`src/rtl/order_dispatch_pkg.sv`:
```
`timescale 1ns/1ps
package order_dispatch_pkg;
  localparam logic [2:0] OP_ADD = 3'd0;
  localparam logic [2:0] OP_MUL = 3'd1;
  localparam logic [2:0] OP_DIV = 3'd2;
  localparam logic [2:0] OP_MAC = 3'd3;

  localparam int LAT_ADD = 4;
  localparam int LAT_MUL = 4;
  localparam int LAT_DIV = 14;
  localparam int LAT_MAC = 8;
  localparam int LAT_NOP = 1;
  localparam int LAT_MAX = 14;

  function automatic int op_lat(logic [2:0] op);
    case (op)
      OP_ADD:  return LAT_ADD;
      OP_MUL:  return LAT_MUL;
      OP_DIV:  return LAT_DIV;
      OP_MAC:  return LAT_MAC;
      default: return LAT_NOP;
    endcase
  endfunction

  function automatic logic op_writes(logic [2:0] op);
    return op inside {OP_ADD, OP_MUL, OP_DIV, OP_MAC};
  endfunction
endpackage

```
`src/rtl/odisp_fetch.sv`:
```
`timescale 1ns/1ps
module odisp_fetch #(
  parameter int ORDER_CNT = 16,
  parameter int PC_W      = $clog2(ORDER_CNT)
) (
  input  logic            clk_i,
  input  logic            rst_ni,
  input  logic            step_start_i,
  output logic            rd_o,
  output logic [PC_W-1:0] addr_o,
  output logic            data_vld_o,
  output logic            data_last_o
);
  localparam logic [PC_W-1:0] LAST = PC_W'(ORDER_CNT - 1);

  logic            run_q;
  logic [PC_W-1:0] pc_q;
  logic            vld_q, last_q;

  always_ff @(posedge clk_i or negedge rst_ni) begin
    if (!rst_ni) begin
      run_q  <= 1'b0;
      pc_q   <= '0;
      vld_q  <= 1'b0;
      last_q <= 1'b0;
    end else begin
      vld_q  <= run_q;
      last_q <= run_q && (pc_q == LAST);
      if (step_start_i) begin
        run_q <= 1'b1;
        pc_q  <= '0;
      end else if (run_q) begin
        if (pc_q == LAST) begin
          run_q <= 1'b0;
          pc_q  <= '0;
        end else begin
          pc_q <= pc_q + 1'b1;
        end
      end
    end
  end

  assign rd_o        = run_q;
  assign addr_o      = pc_q;
  assign data_vld_o  = vld_q;
  assign data_last_o = last_q;
endmodule

```
`src/rtl/odisp_sel_pipe.sv`:
```
`timescale 1ns/1ps
module odisp_sel_pipe #(
  parameter int RD_LAT = 1
) (
  input  logic       clk_i,
  input  logic       rst_ni,
  input  logic       v_i,
  input  logic [2:0] op_i,
  output logic       v_o,
  output logic [2:0] op_o
);
  if (RD_LAT == 0) begin : g_pass
    assign v_o  = v_i;
    assign op_o = op_i;
  end else begin : g_pipe
    logic       v_q  [RD_LAT];
    logic [2:0] op_q [RD_LAT];
    always_ff @(posedge clk_i or negedge rst_ni) begin
      if (!rst_ni) begin
        for (int i = 0; i < RD_LAT; i++) begin
          v_q[i]  <= 1'b0;
          op_q[i] <= '0;
        end
      end else begin
        v_q[0]  <= v_i;
        op_q[0] <= op_i;
        for (int i = 1; i < RD_LAT; i++) begin
          v_q[i]  <= v_q[i-1];
          op_q[i] <= op_q[i-1];
        end
      end
    end
    assign v_o  = v_q[RD_LAT-1];
    assign op_o = op_q[RD_LAT-1];
  end
endmodule

```
`src/rtl/odisp_wb_align.sv`:
```
`timescale 1ns/1ps
module odisp_wb_align #(
  parameter int ADDR_W = 10,
  parameter int DEPTH  = 16,
  parameter int IDX_W  = $clog2(DEPTH)
) (
  input  logic              clk_i,
  input  logic              rst_ni,
  input  logic              ins_i,
  input  logic [IDX_W-1:0]  ins_idx_i,
  input  logic              ins_we_i,
  input  logic              ins_last_i,
  input  logic [ADDR_W-1:0] ins_addr_i,
  output logic              wr_en_o,
  output logic [ADDR_W-1:0] wr_addr_o,
  output logic              done_o,
  output logic              collide_o
);
  typedef struct packed {
    logic              we;
    logic              last;
    logic [ADDR_W-1:0] addr;
  } slot_t;

  slot_t slot_q [DEPTH];
  slot_t shf    [DEPTH];
  slot_t nxt    [DEPTH];

  // slot k comes out k edges from now
  always_comb begin
    for (int k = 0; k < DEPTH; k++) begin
      shf[k] = (k == DEPTH - 1) ? '0 : slot_q[(k == DEPTH - 1) ? k : k + 1];
      nxt[k] = shf[k];
    end
    collide_o = 1'b0;
    if (ins_i) begin
      collide_o          = ins_we_i && shf[ins_idx_i].we;
      nxt[ins_idx_i].we   = shf[ins_idx_i].we | ins_we_i;
      nxt[ins_idx_i].last = shf[ins_idx_i].last | ins_last_i;
      if (ins_we_i) nxt[ins_idx_i].addr = ins_addr_i;
    end
  end

  always_ff @(posedge clk_i or negedge rst_ni) begin
    if (!rst_ni) begin
      for (int k = 0; k < DEPTH; k++) slot_q[k] <= '0;
    end else begin
      for (int k = 0; k < DEPTH; k++) slot_q[k] <= nxt[k];
    end
  end

  assign wr_en_o   = slot_q[0].we;
  assign wr_addr_o = slot_q[0].addr;
  assign done_o    = slot_q[0].last;
endmodule

```
`src/rtl/order_dispatch.sv`:
```
`timescale 1ns/1ps
module order_dispatch
  import order_dispatch_pkg::*;
#(
  parameter int ORDER_CNT = 16,
  parameter int ADDR_W    = 10,
  parameter int RD_LAT    = 1
) (
  input  logic                         clk_i,
  input  logic                         rst_ni,
  input  logic                         step_start_i,
  output logic                         om_rd_o,
  output logic [$clog2(ORDER_CNT)-1:0] om_addr_o,
  input  logic [4*ADDR_W+3:0]          om_data_i,
  output logic                         rd_valid_o,
  output logic [ADDR_W-1:0]            rd_src_a_o,
  output logic [ADDR_W-1:0]            rd_src_b_o,
  output logic [ADDR_W-1:0]            rd_src_c_o,
  output logic                         sel_valid_o,
  output logic [2:0]                   sel_op_o,
  output logic                         wr_en_o,
  output logic [ADDR_W-1:0]            wr_addr_o,
  output logic                         step_done_o
);
  localparam int PC_W  = $clog2(ORDER_CNT);
  localparam int DEPTH = RD_LAT + LAT_MAX + 1;
  localparam int IDX_W = $clog2(DEPTH);

  logic              f_v;
  logic [2:0]        f_op;
  logic [ADDR_W-1:0] f_a, f_b, f_c, f_dst;

  assign f_a   = om_data_i[ADDR_W-1:0];
  assign f_b   = om_data_i[2*ADDR_W-1:ADDR_W];
  assign f_c   = om_data_i[3*ADDR_W-1:2*ADDR_W];
  assign f_dst = om_data_i[4*ADDR_W-1:3*ADDR_W];
  assign f_op  = om_data_i[4*ADDR_W+2:4*ADDR_W];
  assign f_v   = om_data_i[4*ADDR_W+3];

  logic data_vld, data_last;

  odisp_fetch #(.ORDER_CNT(ORDER_CNT), .PC_W(PC_W)) u_fetch (
    .clk_i       (clk_i),
    .rst_ni      (rst_ni),
    .step_start_i(step_start_i),
    .rd_o        (om_rd_o),
    .addr_o      (om_addr_o),
    .data_vld_o  (data_vld),
    .data_last_o (data_last)
  );

  logic       iss_v_q;
  logic [2:0] iss_op_q;

  always_ff @(posedge clk_i or negedge rst_ni) begin
    if (!rst_ni) begin
      iss_v_q    <= 1'b0;
      iss_op_q   <= '0;
      rd_src_a_o <= '0;
      rd_src_b_o <= '0;
      rd_src_c_o <= '0;
    end else begin
      iss_v_q <= data_vld && f_v;
      if (data_vld) begin
        iss_op_q   <= f_op;
        rd_src_a_o <= f_a;
        rd_src_b_o <= f_b;
        rd_src_c_o <= f_c;
      end
    end
  end

  assign rd_valid_o = iss_v_q;

  odisp_sel_pipe #(.RD_LAT(RD_LAT)) u_sel (
    .clk_i (clk_i),
    .rst_ni(rst_ni),
    .v_i   (iss_v_q),
    .op_i  (iss_op_q),
    .v_o   (sel_valid_o),
    .op_o  (sel_op_o)
  );

  // write lands RD_LAT + latency cycles after the read outputs
  logic [IDX_W-1:0] ins_idx;
  logic             wb_collide;

  assign ins_idx = IDX_W'(RD_LAT + op_lat(f_op));

  odisp_wb_align #(.ADDR_W(ADDR_W), .DEPTH(DEPTH), .IDX_W(IDX_W)) u_wb (
    .clk_i     (clk_i),
    .rst_ni    (rst_ni),
    .ins_i     (data_vld),
    .ins_idx_i (ins_idx),
    .ins_we_i  (f_v && op_writes(f_op)),
    .ins_last_i(data_last),
    .ins_addr_i(f_dst),
    .wr_en_o   (wr_en_o),
    .wr_addr_o (wr_addr_o),
    .done_o    (step_done_o),
    .collide_o (wb_collide)
  );
endmodule

```
`config.mk`:
```
export PLATFORM = sky130hd
export DESIGN_NAME = order_dispatch
export DESIGN_NICKNAME = d
export VERILOG_FILES = /design/src/rtl/order_dispatch_pkg.sv /design/src/rtl/odisp_fetch.sv /design/src/rtl/odisp_sel_pipe.sv /design/src/rtl/odisp_wb_align.sv /design/src/rtl/order_dispatch.sv
export SDC_FILE = /design/constraint.sdc
export NUM_CORES = 1
export LEC_CHECK = 0
export ABC_AREA = 1
export BUFFER_PORTS_ARGS = -buffer_cell sky130_fd_sc_hd__buf_2
export CORE_ASPECT_RATIO = 0.9
export CORE_MARGIN = 2
export CORE_UTILIZATION = 50
export DETAILED_ROUTE_END_ITERATION = 10
export PLACE_DENSITY = 0.7
export SLEW_MARGIN = 20
export SYNTH_ARGS = -nofsm -noshare
export SYNTH_HDL_FRONTEND = slang
export SYNTH_HIERARCHICAL = 1
export SYNTH_SLANG_ARGS = --single-unit
```
`constraint.sdc`:
```
create_clock -name clk_i -period 1.84 [get_ports clk_i]
set_clock_uncertainty 0.15 [all_clocks]
set_input_delay 0.368 -clock clk_i [delete_from_list [all_inputs] [get_ports clk_i]]
set_output_delay 0.368 -clock clk_i [all_outputs]
set_load 0.005 [all_outputs]
```
; Word level (Yosys, flattened, before mapping)
; Index checks and enable logic that the tools add are counted.
[totals]
output_inout_bits = 52
register_bits = 237
inputBits = 47
elab_cells = 99
[op_classes]
n_reduce_logical = 8
eq_ne = 4
muxes = 21
magnitude_cmp = 2
add_sub_neg = 2
bitwise_logic = 3
[ops]
columns = cell, n
row1 = $bwmux W192, 3
row2 = $mux W192, 2
row3 = $demux W12 S4, 3
row4 = $bmux W12 S4, 1
row5 = $mux W12, 3
row6 = $mux W4, 3
row7 = $pmux W4 S3, 1
row8 = $mux W11, 1
row9 = $mux W10, 1
row10 = $eq A3 B2 Y1 const B, 2
row11 = $ge A5 B5 Y1 const B, 1
row12 = $lt A5 B1 Y1 const B, 1
row13 = $not A4 Y5, 1
row14 = $add A2 B4 Y4 const A, 1
row15 = $add A4 B1 Y4 const B, 1
row16 = $eq A4 B4 Y1 const B, 1
row17 = $logic_and A1 B1 Y1, 4
row18 = $reduce_bool A4 Y1, 1
row19 = $eq A3 B1 Y1 const B, 1
row20 = $logic_not A3 Y1, 1
row21 = $mux W1, 3
row22 = $or A1 B1 Y1, 2
row23 = $reduce_bool A2 Y1, 1
row24 = $reduce_or A2 Y1, 1

; Logic depth before layout (Yosys ltp)
; Gate-level depths: netlist of run 1.
[logic_depth]
depth_word = 14
ltp_mapped = 15
mapped_depth_nobuf = 13

; Modules after synthesis
; Netlist of run 1, hierarchy kept.
[modules_own_cells]
columns = mod, area_per_inst_um2, seq_area_each_um2, cells_each, instances
row1 = odisp_wb_align, 7527.2, 4804.6, 817, 1
row2 = order_dispatch, 1376.3, 850.8, 152, 1
row3 = odisp_fetch, 300.3, 175.2, 33, 1
row4 = odisp_sel_pipe, 100.1, 100.1, 4, 1

; Least setup slack after synthesis of run 1
; OpenSTA, ideal clock, no wires.
[synth_timing]
path_kind = input port to flip-flop
startpoint = input port om_data_i[42]
endpoint = register u_wb/shf[55] (netlist name)
setup_time_ps = 125
slack_ps = -187
path_stages = 9
required_time_ps = 1565
arrival_ps = 1752
path_buffers = 1
path_cell_list = inv_1 nand2_1 buf_6 nor2_1 inv_2 nor2_1 nand2_1 nor2_4 mux2_2
[synth_lines]
columns = element, line
row1 = start: declaration, order_dispatch.sv:14  ; input logic [4*ADDR_W+3:0] om_data_i,

==> results of run 1 <==
## critical path, stage by stage
cell	delay (ns)
dlygate4sd3_1	0.56
inv_1	0.05
nor2_1	0.10
buf_4	0.16
inv_6	0.06
buf_12	0.13
clkbuf_4	0.18
buf_4	0.14
o21ai_0	0.16
o21ai_0	0.10
## cell type report
type	instances	area share, %
clock buffers	35	6.041
clock inverters	10	1.108
inverters	62	2.111
multi-input cells	669	24.52
flip-flops and latches	237	49.55
well taps	245	2.561
repair buffers	222	13.98
repair inverters	2	0.1254
## what timing repair did
action / 4_1_cts / 5_1_grt
endpoints found under the hold margin: 271 / 0
resized for setup: 0 / 10
endpoints found under the setup margin: 0 / 85
buffers inserted: 0 / 6
hold buffers: 34 / 0
## metal layers
layer / track usage (%) / wire, µm / vias up
met4: 5.449 / 488 / 0
met2: 37.31 / 11000 / 177
li1: - / - / 3634
met5: 0 / 0 / -
met3: 2.774 / 767 / 34
met1: 30.65 / 9785 / 3654
## cells in the final DEF (no fill, tap or decap), types with 2 or more instances in the layout
master and count:
nor3_1 3, o21ai_0 168, nand3_1 9, nor2_1 85
buf_4 78, nand2_1 323, dfrtp_1 236, dlygate4sd3_1 34
clkinv_2 5, clkbuf_1 4, inv_6 2, inv_1 50
clkinvlp_4 4, buf_12 11, inv_2 7, nor2_2 7
nor2_4 7, buf_2 96, a21oi_1 45, clkbuf_16 26
clkbuf_8 6, bufinv_16 3, nand2_2 17
## registers in the layout, summed over array words and instances (netlist names)
name,cells
u_fetch/addr_o,4
u_wb/wr_addr_o,10
u_sel/op_o,3
u_wb/wr_en_o,1
u_wb/shf,180
u_fetch/rd_o,1
rd_src_a_o,10
rd_src_c_o,10
rd_valid_o,1
u_sel/v_o,1
u_wb/done_o,1
u_fetch/data_last_o,1
iss_op_q,3
u_fetch/data_vld_o,1
rd_src_b_o,10
## power groups by stage
stage | logic, µW | registers [µW] | clock network, µW
after floorplan | 356 | 5610 | 0
after detailed placement | 819 | 5610 | 0
after global placement | 798 | 5610 | 0
after CTS | 881 | 5520 | 5240
final | 908 | 5520 | 5160
after global routing | 1020 | 5540 | 5470
## through the flow
stage	hold slack [ns]	std cells	area, µm²	setup TNS [ns]	power [µW]
3_5_place_dp	0.1204	1395	10660	-33.24	6433
6_report	0.03567	1482	11970	0	11590
4_1_cts	0.03404	1474	11860	0	11650
3_3_place_gp	0.1184	1395	10660	-28.41	6404
2_1_floorplan	-0.07759	1005	9331	-0.4073	5965
5_1_grt	0.08252	1482	11970	-0.03660	12030
## worst paths after layout
| check | to | from | depth (start not counted) |
|---|---|---|---|
| setup reg to reg | u_wb/shf[133]$_DFF_PN0_ | u_fetch/data_vld_o$_DFF_PN0_ | 7 |
| max in group asynchronous | u_wb/shf[150]$_DFF_PN0_ | rst_ni | 3 |
| hold / removal | iss_op_q[0]$_DFFE_PN0P_ | om_data_i[40] | 4 |
| setup / recovery | u_wb/shf[175]$_DFF_PN0_ | om_data_i[43] | 10 |
| hold reg to reg | u_sel/op_o[1]$_DFF_PN0_ | iss_op_q[1]$_DFFE_PN0P_ | 0 |
| min in group asynchronous | u_wb/shf[22]$_DFF_PN0_ | rst_ni | 2 |
==> results.py, run 1 <==
metrics = {
    "layout": {
        "final_util_pct": 65.46,
        "seq_area_um2": 5932,
        "layout-drive-gt1-share_pct": 22.39,
        "fill_cells": 1431,
        "multi_input_area_um2": 2935,
        "num_antenna_cells": 0,
        "syn2layout_area_growth_pct": 28.72,
        "nets": 1267,
    },
    "sta": {
        "maxSlewViolCount": 0,
        "tightest_slew_ns": 0.4564,
        "min_period_over_period_pct": 96.65,
        "fin_ws_ns": 0.06155,
        "setup_viol": 0,
        "hold_viol": 0,
        "min_period_ns": 1.778,
        "fmax_mhz": 562.3,
        "max_slew_margin_pct": 69.50,
    },
    "die": {
        "die_w_um": 147.8,
        "fp.dieArea_um2": 19710,
        "initial_core_util_pct": 50.85,
        "dieHeight_um": 133.4,
        "rows": 47,
        "coreArea_um2": 18290,
        "io_pins": 99,
    },
    "power_and_ir_drop": {
        "clkPwrFrac_pct": 44.5,
        "p_seq_share_pct": 47.6,
        "switching_share_pct": 22.63,
        "pwr-share-comb_pct": 7.8,
        "p_sw_uw": 2623,
        "powerDensity_nw_per_um2": 968.4,
        "p_int_uw": 8970,
        "leakagePower_uw": 0.006207,
        "ir_drop_v": 0.0005505,
    },
    "routing": {
        "num_vias": 7499,
        "antenna_left": 0,
        "wire_per_inst_um": 14.88,
        "drc": 0,
        "drt_iter0_drc": 549,
        "drt-total-wl_mm": 22.05,
        "dr.pass1.iters": 5,
        "via_per_inst": 5.060,
    },
    "synthesis": {
        "ys_warn_count": 6,
        "syn-instance-count": 1005,
        "avgSynthCellArea_um2": 9.254,
        "syn_nets": 1053,
        "synth_area_um2": 9300,
    },
    "global_route": {
        "antenna_found_initial": 0,
        "grt_max_degree": 74,
        "grt_first_pass_wirelength_mm": 35.38,
        "track_usage_pct": 22.05,
        "first_global_vias": 7222,
        "grt.overflow.total": 0,
    },
    "critical_path": {
        "rrSetupSlack_ns": 0.14,
        "worstSetupEndpointType": "register",
        "cp.arrival_ns": 2.02,
        "required_ns": 2.08,
        "cp-start-kind": "input pin",
        "crit_type": "in2reg",
        "worst-path-max-fanout": 7,
    },
    "clock_network": {
        "cts.sinks": 237,
        "htreeDepth": 1,
        "clockBufferDepth": 3,
        "cts_tree": "done",
        "clk_pin_slew_ns": 0.06,
        "cts-root-buf": "clkbuf_16",
        "clk_latency_ns": 0.51,
        "cts_buffers": 25,
    },
    "outcome": {
        "status": "finished, final reports clean",
    },
    "job": {
        "cap_viol_max_count": 0,
    },
    "placed_design": {
        "gp_congestion": 0.8531,
        "hpwl_mm": 14.04,
        "dp_slack_ns": -0.3081,
        "numPortBuffers": 98,
    },
    "hold_path": {
        "min_path_type": "in2reg",
    },
}
No activity file was read; power rests on OpenSTA's default activity.
==> run 2, diff against run 1 <==
--- a/config.mk
+++ b/config.mk
@@ -10,10 +10,10 @@
 export CORE_ASPECT_RATIO = 0.9
 export CORE_MARGIN = 2
 export CORE_UTILIZATION = 50
+export CTS_CLUSTER_SIZE = 10
 export DETAILED_ROUTE_END_ITERATION = 10
-export PLACE_DENSITY = 0.7
+export PLACE_DENSITY = 0.78
 export SLEW_MARGIN = 20
 export SYNTH_ARGS = -nofsm -noshare
 export SYNTH_HDL_FRONTEND = slang
-export SYNTH_HIERARCHICAL = 1
 export SYNTH_SLANG_ARGS = --single-unit
==> run 2 against run 1 <==
Against the previous run:
- worst setup slack better by 0.13 ns
- synthesized area down 17%
- worst hold slack got worse by 0.016 ns
- routed wire length down 42%
- synthesized cell count shrank 36%
- critical path depth decreased by 9
- utilization fell by 5.0 points
- highest routed layer unchanged
==> results.py, run 2 <==
metrics = {
    "power_and_ir_drop": {
        "powerDensity_nw_per_um2": 1131,
        "fin_total_pwr_uw": 10180,
        "ir_drop_v": 0.0008000,
        "leakagePower_uw": 0.004813,
    },
    "layout": {
        "largest_reg_flops": 180,
        "final_cell_mix": "dfrtp_1 (237), nand2_1 (139), buf_2 (97)",
        "layout-drive-gt1-share_pct": 25.77,
        "multi_input_area_um2": 1002,
        "final_common_cell": "dfrtp_1",
        "fill_cells": 1044,
        "nets": 701,
        "seq_area_um2": 5931,
        "stdcell_count": 850,
        "num_antenna_cells": 0,
        "syn2layout_area_growth_pct": 17.17,
    },
    "global_route": {
        "grt_first_pass_wirelength_mm": 21.17,
        "first_global_vias": 4280,
        "antenna_found_initial": 0,
        "grt.overflow.total": 0,
        "grt_max_degree": 55,
        "track_usage_pct": 16.69,
    },
    "critical_path": {
        "r2r-start": "u_fetch.data_vld_o$_DFF_PN0_",
        "crit_type": "reg2out",
        "worstSetupEndpointType": "output pin",
        "cp_top_family": "flip-flops",
        "crit_chain": "buf_2",
        "worst-path-max-fanout": 7,
        "rrSetupSlack_ns": 0.35,
        "reg2regPathDepth": 6,
        "cp.arrival_ns": 1.13,
        "slowest_stage": "dfrtp_1",
        "required_ns": 1.32,
        "cp-start-kind": "register",
        "cpPeakStageDelay_ns": 0.47,
        "critPathBufInv": 1,
        "r2r-end": "u_wb.shf[133]$_DFF_PN0_",
    },
    "clock_network": {
        "cts.sinks": 237,
        "clk_latency_ns": 0.51,
        "clockBufferDepth": 3,
        "cts_tree": "done",
        "cts-root-buf": "clkbuf_16",
        "clk_pin_slew_ns": 0.05,
        "postCtsSetupRepairBufs": 0,
        "cts_buffers": 27,
        "htreeDepth": 1,
    },
    "synthesis": {
        "synth_common_cells": "dfrtp_1 (237), clkbuf_1 (158), nand2_1 (139)",
        "ys_types": 23,
        "synth_top_area_cell": "dfrtp_1",
        "synth_edf_count": 0,
        "avgSynthCellArea_um2": 11.96,
        "synthArstFlopShare_pct": 100.0,
        "synth_flop_cell": "dfrtp_1",
        "synth_top_area_share_pct": 77.24,
        "synth_area_um2": 7679,
        "syn-instance-count": 642,
        "syn_nets": 690,
        "yosysSeqAreaShare_pct": 77.24,
        "synth-seq-cells": 237,
        "ys_warn_count": 0,
        "synthTopCellsByArea": "dfrtp_1 (77%), clkbuf_1 (7.7%), nand2_1 (6.8%)",
        "yosys.cell_count.top_type": "dfrtp_1",
    },
    "sta": {
        "hold_viol": 0,
        "hold_slack_ns": 0.02000,
        "rsz0062_at_grt": "no",
        "min_period_ns": 1.648,
        "max_slew_margin_pct": 71.70,
        "min_period_over_period_pct": 89.57,
        "maxSlewViolCount": 0,
        "fmax_mhz": 606.8,
        "tightest_slew_ns": 0.4245,
        "fin_ws_ns": 0.1920,
        "setup_viol": 0,
        "fin_tns_setup_ns": 0,
    },
    "routing": {
        "antenna_left": 0,
        "m1WireLength_mm": 5.171,
        "drt_iter0_drc": 160,
        "drt-total-wl_mm": 12.75,
        "top_layer": "met4",
        "num_vias": 4058,
        "wl_met2_mm": 6.343,
        "dr.pass1.iters": 4,
        "met3WireLength_um": 610,
        "via_per_inst": 4.774,
        "wire_per_inst_um": 15.00,
        "drc": 0,
    },
    "hold_path": {
        "hold_start": "om_data_i[34]",
        "min_path_type": "in2reg",
        "hold_path_end": "u_wb.shf[136]$_DFF_PN0_",
        "min_path_cells": 3,
    },
    "placed_design": {
        "numPortBuffers": 98,
        "hpwl_mm": 7.366,
        "dpl.cell_count": 779,
        "dp_slack_ns": 0.1438,
        "gp_congestion": 0.9186,
    },
    "die": {
        "die_w_um": 134.6,
        "coreArea_um2": 14870,
        "dieHeight_um": 121.6,
        "initial_core_util_pct": 51.63,
        "io_pins": 99,
        "rows": 42,
        "fp.dieArea_um2": 16370,
    },
    "outcome": {
        "status": "finished, final reports clean",
    },
    "job": {
        "cap_viol_max_count": 0,
    },
}
==> run 2: cell type report <==
cell class / count / share of cell area, %
flip-flops and latches: 237 / 65.92
repair buffers: 150 / 11.79
multi-input cells: 217 / 11.14
clock buffers: 27 / 7.509
well taps: 198 / 2.753
inverters: 20 / 0.8344
clock inverters: 1 / 0.05563
==> run 2: power by group <==
part	internal (µW)	total [µW]	switching [µW]	leakage (µW)
logic	200	462	262	0.00131
clock network	2560	4270	1720	0.000337
registers	5380	5440	60.1	0.00317
total	8140	10200	2040	0.00481
==> run 2: cell families after synthesis <==
family	Yosys count	synth area share, %
buf+inv	188	9.777
fa+ha+maj	1	0.1629
flops	237	77.24
simple gates	188	10.46
compound gates	28	2.363
==> run 2: what timing repair did <==
action	CTS	global route
hold buffers	43	0
setup endpoints to repair	0	6
endpoints found under the hold margin	217	0
resized for setup	0	1
==> run 2: per-stage QoR <==
step | area (µm²) | utilization (%)
floorplan | 7679 | -
global placement | 7881 | 53.00
detailed placement | 7881 | 53.00
CTS | 8992 | 60.47
global route | 8997 | 60.50
finish | 8997 | 60.50
==> run 2: metal layers <==
metal	up-vias	global-route usage (%)
met5	-	0
met4	0	10.07
met3	49	3.163
met2	138	27.38
met1	2045	20.89
li1	1826	-
==> run 2: how the worst max path moves through the flow <==
| stage | start | to | slack (ns) | cells past startpoint |
|---|---|---|---|---|
| 6_report | u_fetch.rd_o$_DFF_PN0_ | om_rd_o | 0.19 | 1 |
| 5_1_grt | u_fetch.rd_o$_DFF_PN0_ | om_rd_o | 0.16 | 1 |
| 4_1_cts | om_data_i[42] | u_wb.shf[84]$_DFF_PN0_ | 0.09 | 8 |
| 3_5_place_dp | om_data_i[42] | u_wb.shf[87]$_DFF_PN0_ | 0.14 | 7 |
| 3_3_place_gp | om_data_i[42] | u_wb.shf[87]$_DFF_PN0_ | 0.20 | 7 |
| 2_1_floorplan | om_data_i[41] | u_wb.shf[84]$_DFF_PN0_ | 0.59 | 7 |
